File: src/rtl/rrarb_pkg.sv
package rrarb_pkg;

  typedef enum logic [2:0] {
    CT_CLASSIC = 3'b000,
    CT_CONST   = 3'b001,
    CT_INCR    = 3'b010,
    CT_LAST    = 3'b111
  } cycle_kind_e;

  typedef enum logic [1:0] {
    BT_LINEAR = 2'b00,
    BT_WRAP4  = 2'b01,
    BT_WRAP8  = 2'b10,
    BT_WRAP16 = 2'b11
  } burst_kind_e;

  localparam int CTI_W = 3;
  localparam int BTE_W = 2;

  function automatic int idx_bits(input int n);
    return (n > 1) ? $clog2(n) : 1;
  endfunction

endpackage

File: src/rtl/rrarb_port_adapt.sv
module rrarb_port_adapt
  import rrarb_pkg::*;
#(
  parameter int SEL_W      = 4,
  parameter int RATIO_LOG2 = 0,
  parameter bit HAS_LOCK   = 1'b1,
  parameter bit HAS_BURST  = 1'b1
) (
  input  logic             cyc_i,
  input  logic             lock_i,
  input  logic [SEL_W-1:0] sel_i,
  input  logic [CTI_W-1:0] cti_i,
  input  logic [BTE_W-1:0] bte_i,
  output logic             lock_o,
  output logic [SEL_W-1:0] sel_o,
  output logic [CTI_W-1:0] cti_o,
  output logic [BTE_W-1:0] bte_o
);

  // Lane widening: each coarse select bit covers 2**RATIO_LOG2 fine lanes.
  for (genvar i = 0; i < SEL_W; i++) begin : g_lane
    assign sel_o[i] = sel_i[i >> RATIO_LOG2];
  end

  if (HAS_LOCK) begin : g_lock
    assign lock_o = lock_i;
  end else begin : g_nolock
    assign lock_o = cyc_i;
  end

  if (HAS_BURST) begin : g_burst
    assign cti_o = cti_i;
    assign bte_o = bte_i;
  end else begin : g_noburst
    assign cti_o = CT_CLASSIC;
    assign bte_o = BT_LINEAR;
  end

  logic unused_port_in;
  assign unused_port_in = ^{lock_i, sel_i, cti_i, bte_i};

endmodule

File: src/rtl/rrarb_grant.sv
module rrarb_grant #(
  parameter int NUM_PORTS = 3,
  parameter int IW        = 2
) (
  input  logic                 clk,
  input  logic                 rst,
  input  logic [NUM_PORTS-1:0] cyc,
  input  logic [NUM_PORTS-1:0] stb,
  input  logic [NUM_PORTS-1:0] lock_eff,
  output logic [IW-1:0]        grant_q
);

  logic          may_release;
  logic [IW-1:0] grant_d;

  assign may_release = !cyc[grant_q] || (!lock_eff[grant_q] && !stb[grant_q]);

  // Search upward from the holder; the holder itself is tried last.
  always_comb begin
    int  idx;
    logic found;
    grant_d = grant_q;
    found   = 1'b0;
    idx     = 0;
    if (may_release) begin
      for (int k = 1; k <= NUM_PORTS; k++) begin
        idx = (int'(grant_q) + k) % NUM_PORTS;
        if (!found && cyc[idx]) begin
          grant_d = IW'(idx);
          found   = 1'b1;
        end
      end
    end
  end

  always_ff @(posedge clk) begin
    if (rst) grant_q <= '0;
    else     grant_q <= grant_d;
  end

endmodule

File: src/rtl/rrarb_resp_route.sv
module rrarb_resp_route #(
  parameter int NUM_PORTS     = 3,
  parameter int IW            = 2,
  parameter int DATA_W        = 32,
  parameter bit TGT_HAS_STALL = 1'b1
) (
  input  logic [IW-1:0]               grant,
  input  logic [DATA_W-1:0]           s_dat_r,
  input  logic                        s_ack,
  input  logic                        s_err,
  input  logic                        s_rty,
  input  logic                        s_stall,
  output logic [NUM_PORTS*DATA_W-1:0] m_dat_r,
  output logic [NUM_PORTS-1:0]        m_ack,
  output logic [NUM_PORTS-1:0]        m_err,
  output logic [NUM_PORTS-1:0]        m_rty,
  output logic [NUM_PORTS-1:0]        m_stall
);

  logic holder_stall;

  if (TGT_HAS_STALL) begin : g_tstall
    assign holder_stall = s_stall;
  end else begin : g_ackstall
    assign holder_stall = ~s_ack;
  end

  for (genvar i = 0; i < NUM_PORTS; i++) begin : g_port
    logic mine;
    assign mine                        = (grant == IW'(i));
    assign m_ack[i]                    = mine & s_ack;
    assign m_err[i]                    = mine & s_err;
    assign m_rty[i]                    = mine & s_rty;
    assign m_stall[i]                  = mine ? holder_stall : 1'b1;
    assign m_dat_r[i*DATA_W +: DATA_W] = mine ? s_dat_r : '0;
  end

  logic unused_route_in;
  assign unused_route_in = s_stall;

endmodule

File: src/rtl/rr_bus_arbiter.sv
module rr_bus_arbiter
  import rrarb_pkg::*;
#(
  parameter int                     NUM_PORTS       = 3,
  parameter int                     ADDR_W          = 30,
  parameter int                     DATA_W          = 32,
  parameter int                     BUS_GRAN        = 8,
  parameter logic [NUM_PORTS*2-1:0] PORT_RATIO_LOG2 = '0,
  parameter logic [NUM_PORTS-1:0]   PORT_HAS_LOCK   = '1,
  parameter logic [NUM_PORTS-1:0]   PORT_HAS_BURST  = '1,
  parameter bit                     TGT_HAS_STALL   = 1'b1,
  localparam int                    SEL_W           = DATA_W / BUS_GRAN,
  localparam int                    IW              = idx_bits(NUM_PORTS)
) (
  input  logic                        clk,
  input  logic                        rst,
  input  logic [NUM_PORTS-1:0]        m_cyc,
  input  logic [NUM_PORTS-1:0]        m_stb,
  input  logic [NUM_PORTS-1:0]        m_we,
  input  logic [NUM_PORTS-1:0]        m_lock,
  input  logic [NUM_PORTS*ADDR_W-1:0] m_adr,
  input  logic [NUM_PORTS*DATA_W-1:0] m_dat_w,
  input  logic [NUM_PORTS*SEL_W-1:0]  m_sel,
  input  logic [NUM_PORTS*3-1:0]      m_cti,
  input  logic [NUM_PORTS*2-1:0]      m_bte,
  output logic [NUM_PORTS*DATA_W-1:0] m_dat_r,
  output logic [NUM_PORTS-1:0]        m_ack,
  output logic [NUM_PORTS-1:0]        m_err,
  output logic [NUM_PORTS-1:0]        m_rty,
  output logic [NUM_PORTS-1:0]        m_stall,
  output logic                        s_cyc,
  output logic                        s_stb,
  output logic                        s_we,
  output logic                        s_lock,
  output logic [ADDR_W-1:0]           s_adr,
  output logic [DATA_W-1:0]           s_dat_w,
  output logic [SEL_W-1:0]            s_sel,
  output logic [2:0]                  s_cti,
  output logic [1:0]                  s_bte,
  input  logic [DATA_W-1:0]           s_dat_r,
  input  logic                        s_ack,
  input  logic                        s_err,
  input  logic                        s_rty,
  input  logic                        s_stall
);

  logic [NUM_PORTS*SEL_W-1:0] sel_n;
  logic [NUM_PORTS-1:0]       lock_n;
  logic [NUM_PORTS*3-1:0]     cti_n;
  logic [NUM_PORTS*2-1:0]     bte_n;
  logic [IW-1:0]              grant_q;

  for (genvar i = 0; i < NUM_PORTS; i++) begin : g_adapt
    rrarb_port_adapt #(
      .SEL_W      (SEL_W),
      .RATIO_LOG2 (int'(PORT_RATIO_LOG2[i*2 +: 2])),
      .HAS_LOCK   (PORT_HAS_LOCK[i]),
      .HAS_BURST  (PORT_HAS_BURST[i])
    ) u_adapt (
      .cyc_i  (m_cyc[i]),
      .lock_i (m_lock[i]),
      .sel_i  (m_sel[i*SEL_W +: SEL_W]),
      .cti_i  (m_cti[i*3 +: 3]),
      .bte_i  (m_bte[i*2 +: 2]),
      .lock_o (lock_n[i]),
      .sel_o  (sel_n[i*SEL_W +: SEL_W]),
      .cti_o  (cti_n[i*3 +: 3]),
      .bte_o  (bte_n[i*2 +: 2])
    );
  end

  rrarb_grant #(
    .NUM_PORTS (NUM_PORTS),
    .IW        (IW)
  ) u_grant (
    .clk      (clk),
    .rst      (rst),
    .cyc      (m_cyc),
    .stb      (m_stb),
    .lock_eff (lock_n),
    .grant_q  (grant_q)
  );

  // Request path: plain multiplexer on the registered grant.
  int gi;
  always_comb begin
    gi      = int'(grant_q);
    s_cyc   = m_cyc[grant_q];
    s_stb   = m_stb[grant_q];
    s_we    = m_we[grant_q];
    s_lock  = lock_n[grant_q];
    s_adr   = m_adr[gi*ADDR_W +: ADDR_W];
    s_dat_w = m_dat_w[gi*DATA_W +: DATA_W];
    s_sel   = sel_n[gi*SEL_W +: SEL_W];
    s_cti   = cti_n[gi*3 +: 3];
    s_bte   = bte_n[gi*2 +: 2];
  end

  rrarb_resp_route #(
    .NUM_PORTS     (NUM_PORTS),
    .IW            (IW),
    .DATA_W        (DATA_W),
    .TGT_HAS_STALL (TGT_HAS_STALL)
  ) u_route (
    .grant   (grant_q),
    .s_dat_r (s_dat_r),
    .s_ack   (s_ack),
    .s_err   (s_err),
    .s_rty   (s_rty),
    .s_stall (s_stall),
    .m_dat_r (m_dat_r),
    .m_ack   (m_ack),
    .m_err   (m_err),
    .m_rty   (m_rty),
    .m_stall (m_stall)
  );

endmodule

File: config.mk
export PLATFORM = sky130hd
export DESIGN_NAME = rr_bus_arbiter
export DESIGN_NICKNAME = d
export VERILOG_FILES = /design/src/rtl/rrarb_pkg.sv /design/src/rtl/rrarb_port_adapt.sv /design/src/rtl/rrarb_grant.sv /design/src/rtl/rrarb_resp_route.sv /design/src/rtl/rr_bus_arbiter.sv
export SDC_FILE = /design/constraint.sdc
export NUM_CORES = 1
export LEC_CHECK = 0
export BUFFER_PORTS_ARGS = -buffer_cell sky130_fd_sc_hd__buf_2
export CAP_MARGIN = 5
export CORE_AREA = 3 3 173 175
export CTS_BUF_LIST = sky130_fd_sc_hd__clkbuf_16
export DETAILED_ROUTE_END_ITERATION = 16
export DIE_AREA = 0 0 176 178
export PLACE_DENSITY = 0.42
export SLEW_MARGIN = 20
export SYNTH_ARGS = -nofsm -noshare
export SYNTH_HDL_FRONTEND = slang
export SYNTH_HIERARCHICAL = 1
export SYNTH_SLANG_ARGS = --single-unit
File: constraint.sdc
create_clock -name clk -period 3.7 [get_ports clk]
set_input_delay 0.74 -clock clk [delete_from_list [all_inputs] [get_ports clk]]
set_output_delay 0.74 -clock clk [all_outputs]
set_load 0.03 [all_outputs]
== Yosys cells after proc, flatten, opt, wreduce, memory -nomap -nowiden ==
Index checks and enable logic that the tools add are counted.
Word-level totals
  flip-flop bits (word level): 2
  output and inout port bits: 183
  input bits: 263
  logic and storage cells: 71
Cells by class
  div/mod/pow operators: 3
  bitwise operators: 9
  multiply operators: 2
  $lt $le $gt $ge: 4
  eq/ne operators: 2
  reductions and logical operators: 12
  mux-type cells: 30
  $add $sub $neg: 3
  shift operators: 5
Operators with widths (number)
  < comparator 32 x 4 -> 1 bit, second input constant: 3
  modulo 32 x 3 -> 32 bit, second input constant: 3
  two-way mux 32 bit: 3
  variable part select 96 x 8 -> 32 bit: 1
  variable part select 90 x 8 -> 30 bit: 1
  two-way mux 1 bit: 17
  binary-select mux 1 bit (select 2 bit): 7
  variable part select 12 x 5 -> 4 bit: 1
  AND 1 bit: 9
  variable part select 9 x 5 -> 3 bit: 1
  adder 2 x 2 -> 3 bit, second input constant: 2
  multiplier 2 x 4 -> 6 bit, second input constant: 1
  two-way mux 2 bit: 3
  variable part select 6 x 4 -> 2 bit: 1
  logical NOT 1 bit: 5
  multiplier 2 x 2 -> 4 bit, second input constant: 1
  adder 2 x 1 -> 3 bit, second input constant: 1
  logical AND 1 bit: 3
  < comparator 2 x 3 -> 1 bit, second input constant: 1
  nonzero test 3 bit: 1
  == test 2 x 1 -> 1 bit, second input constant: 1
  == test 2 bit, second input constant: 1
  logical NOT 2 bit: 1
  AND reduction 2 bit: 1
  logical OR 1 bit: 1

== Depth between registers and ports, before layout ==
  word-level depth: 15
  mapped depth: 7
  depth with buffers taken out: 7

== Modules after synthesis ==
Netlist, hierarchy kept.
Modules (own cells, without submodules)
  rr_bus_arbiter: cells each 176, instances 1, seq. area each 0.0 µm², area each 1642.8 µm²
  rrarb_resp_route: cells each 132, instances 1, seq. area each 0.0 µm², area each 1102.3 µm²
  rrarb_grant: cells each 37, instances 1, seq. area each 40.0 µm², area each 257.7 µm²
  rrarb_port_adapt: cells each 10, instances 3, seq. area each 0.0 µm², area each 75.1 µm²

== Worst setup path before layout ==
Ideal clock, no wire load.
  kind: flip-flop to output port
  start point: reg u_grant.grant_q[0]
  end point: out m_dat_r[21]
  data required time: 2.960 ns
  slack: 1.449 ns
  buffers on the path: 3
  cell stages (with the launch flop): 5
  data arrival time: 1.511 ns
  cell sequence: dfxtp_1 -> buf_6 -> buf_8 -> buf_6 -> nor3b_1
Between the ends
  word-level cells in the longest chain between the ends: 2
RTL lines
  start, declared: line rrarb_grant.sv:10  | output logic [IW-1:0] grant_q
  start signal, assigned: line rrarb_grant.sv:38  | else grant_q <= grant_d;
  logical NOT 2 bit: line rrarb_resp_route.sv:30  | assign mine = (grant == IW'(i));
  two-way mux 32 bit: line rrarb_resp_route.sv:35  | assign m_dat_r[i*DATA_W +: DATA_W] = mine ? s_dat_r : '0;
  end, declared: line rr_bus_arbiter.sv:26  | output logic [NUM_PORTS*DATA_W-1:0] m_dat_r,
Every way passes these cells.

== Worst setup path after layout ==
  start point: reg u_grant.grant_q[1]
  end point: out s_dat_w[14]
Between the ends
  word-level cells in the longest chain between the ends: 1
RTL lines
  variable part select 96 x 8 -> 32 bit: line rr_bus_arbiter.sv:93  | s_dat_w = m_dat_w[gi*DATA_W +: DATA_W];
  end, declared: line rr_bus_arbiter.sv:36  | output logic [DATA_W-1:0] s_dat_w,
Every way passes these cells.

==> impl_metrics.py <==
metrics = {
    "run_status": {
        "status": "finished clean",
    },
    "global_route": {
        "grt_pass1_vias": 3948,
        "grt_pass1_wl_um": 21700,
        "antenna_found_initial": 5,
        "grt-ovfl-total": 0,
        "grt_start_max_net_pins": 103,
        "grt_usage_pct": 8.62,
    },
    "power": {
        "power.share.combinational_pct": 92.9,
        "clkPwrFrac_pct": 4.4,
        "p_sw_uw": 2420,
        "peakVddDrop_mv": 0.316,
        "sw_frac_of_total_pct": 66.1,
        "power_density_nw_per_um2": 666,
        "power.internal_uw": 1240,
        "p_seq_share_pct": 2.8,
        "cellLeakagePower_uw": 0.00290,
    },
    "logic_synthesis": {
        "yosys_register_bits": 2,
        "synth_top_cell_area_share_pct": 23.6,
        "syn-num-nets": 640,
        "synthMuxAreaShare_pct": 23.9,
        "synth_cells": 375,
        "syn_avg_cell_area_um2": 8.61,
        "synth-main-ff-cell": "dfxtp_1",
        "synth_xor_area_share_pct": 0,
        "synth_cell_types": 35,
        "synth_top_family_by_area": "simple AND/OR/NAND/NOR gates",
        "synth_compound_area_share_pct": 23.6,
        "async_reset_ff_share_pct": 0,
        "yosysTopAreaCell": "mux2i_1",
        "synthSimpleGateAreaFrac_pct": 30.3,
        "yosys_warnings": 6,
        "synth-seq-area-share_pct": 1.24,
        "synth.area.top_cells": "mux2i_1, o2bb2ai_1, and3b_1",
        "synth_edf_count": 0,
        "syn-cell-area_um2": 3230,
        "synth_fa_ha_area_share_pct": 0.775,
    },
    "worst_setup_path": {
        "crit_type": "reg -> out",
        "cp.arrival_ns": 1.90,
        "critical_path.max_stage_delay_ns": 0.70,
        "crit_required_ns": 2.96,
        "regToRegSetupSlack_ns": 1.43,
        "crit_path_end_kind": "output port",
        "crit_chain": "buf_12 > mux2i_1 > o2bb2ai_1 > buf_2",
        "crit_slowest_cell": "dfxtp_4",
        "cp_max_fo": 83,
        "crit_family": "flip-flops",
        "critPathLaunchType": "register",
        "crit_buf_inv": 2,
    },
    "die": {
        "core_um2": 28600,
        "start_util_pct": 11.3,
        "die_h_um": 178,
        "rows": 62,
        "die_w_um": 176,
        "ios": 446,
        "die_area_um2": 31300,
    },
    "final_layout": {
        "num-nets-final": 1020,
        "reg_top3": "u_grant/grant_q (2)",
        "top_register": "u_grant/grant_q",
        "multi_input_area_um2": 2540,
        "layout-drive-gt1-share_pct": 61.9,
        "fillerInstances": 3222,
        "postLayoutCellArea_um2": 5500,
        "largest_reg_flops": 2,
        "seq_area_um2": 47.5,
        "area_growth_syn_to_layout_pct": 70.3,
    },
    "clock_network": {
        "cts_buffer_depth": 2,
        "clk_root_buffer_cell": "clkbuf_16",
        "cts_buffers": 3,
        "ctsResizeCount": 0,
        "postCtsSetupBuffers": 0,
        "htree_levels": 1,
        "cts_hold_buf": 0,
        "cts.sink_count": 2,
        "clkSlewWorstSetupHoldPaths_ns": 0.03,
        "clk_latency_ns": 0.22,
        "cts_tree": "built",
    },
    "timing": {
        "setup_violations": 0,
        "holdWs_ns": 0.616,
        "slew_viol_final": 0,
        "fin_crit_ns": 2.64,
        "tns_ns": 0,
        "slew_headroom_pct": 54.9,
        "fin_crit_sh_pct": 71.4,
        "fmaxAchievable_mhz": 378,
        "worst_pin_slew_ns": 0.677,
        "skew_ns": 0.00259,
        "hold_violations": 0,
        "grt_setup_unrepaired": "false",
    },
    "detailed_routing": {
        "viasPerCell": 3.86,
        "wl_um": 16000,
        "ant_nets": 0,
        "dr.pass1.iters": 4,
        "vias": 4401,
        "drc": 0,
        "wl_per_cell_um": 14.0,
        "drtIter0Drc": 92,
    },
    "place": {
        "dpl_cell_area_um2": 5420,
        "hpwl_um": 13500,
        "portBuffers": 445,
        "gp_congestion": 0.748,
    },
    "hold_path": {
        "worstHoldPathType": "reg -> reg",
    },
    "run": {
        "cap_violations": 0,
    },
}
[per-layer routing]
layer	part of all wire, %	track usage [%]	vias to the layer above
li1	-	-	2182
met5	0.24	0	-
met1	38	9.58	1943
met2	52	17.0	260
met3	9.6	2.06	12
met4	0.48	0.990	4
[power groups by stage]
stage                     clock network, uW  logic [uW]  registers (uW)
after global routing                    168        3610             109
after detailed placement                  0        3410             105
final                                   159        3400             102
after CTS                               163        3420             104
after global placement                    0        3430             104
after floorplan                           0        2650            41.1
[cells in the final DEF (no fill, tap or decap), types with 2 or more instances in the layout]
cell type / count
buf_4: 6
o2bb2ai_1: 75
nand2_1: 2
inv_1: 5
nor3b_1: 31
nor3b_2: 4
nor2_1: 4
buf_12: 3
a21oi_1: 3
mux2i_1: 76
or3b_1: 2
dfxtp_4: 2
and3b_1: 70
buf_2: 445
o21ai_0: 3
diode_2: 2
o211ai_1: 2
ha_1: 2
clkbuf_16: 3
[final cells by class]
class | instances | share of cell area, %
multi-input combinational | 289 | 46.2
timing repair buffer | 454 | 42.4
tap | 384 | 8.74
clock buffer | 3 | 1.37
sequential | 2 | 0.865
inverter | 5 | 0.341
antenna | 2 | 0.0910
[logic make-up after synthesis]
kind of cell / Yosys count
compound gates: 91
simple gates: 119
fa+ha+maj: 2
mux: 77
buf+inv: 84
flops: 2
[Yosys cell counts (all sizes together), types with 2 or more instances]
master / count
dfxtp: 2
a21oi: 4
or3b: 2
nor3b: 35
o2bb2ai: 75
clkbuf: 9
o211ai: 2
nand2: 2
mux2i: 76
nor2: 5
o21ai: 4
ha: 2
and3b: 70
buf: 70
inv: 5
[worst paths after layout]
kind                         to                from  depth (start not counted)
max                 s_dat_w[14]  u_grant/grant_q[1]                          4
min          u_grant/grant_q[0]  u_grant/grant_q[0]                          2
max reg2reg  u_grant/grant_q[1]  u_grant/grant_q[1]                          6
min reg2reg  u_grant/grant_q[0]  u_grant/grant_q[0]                          2
[tightest hold or removal path: cells and delay by family, from the launching register on]
family	cells	cell delay, ns
mux	1	0.06
simple gates	1	0.10
flops	1	0.41
[metrics by stage]
| stage | setup WS, ns | cells | util (%) | power, uW |
|---|---|---|---|---|
| global route | 0.916 | 1138 | 19.2 | 3890 |
| floorplan | 1.45 | 375 | - | 2690 |
| CTS | 1.03 | 1137 | 19.2 | 3690 |
| finish | 1.06 | 1139 | 19.2 | 3660 |
| detailed placement | 1.25 | 1134 | 18.9 | 3520 |
| global placement | 1.28 | 1134 | 18.9 | 3530 |
Power figures use the tool's default switching activity.
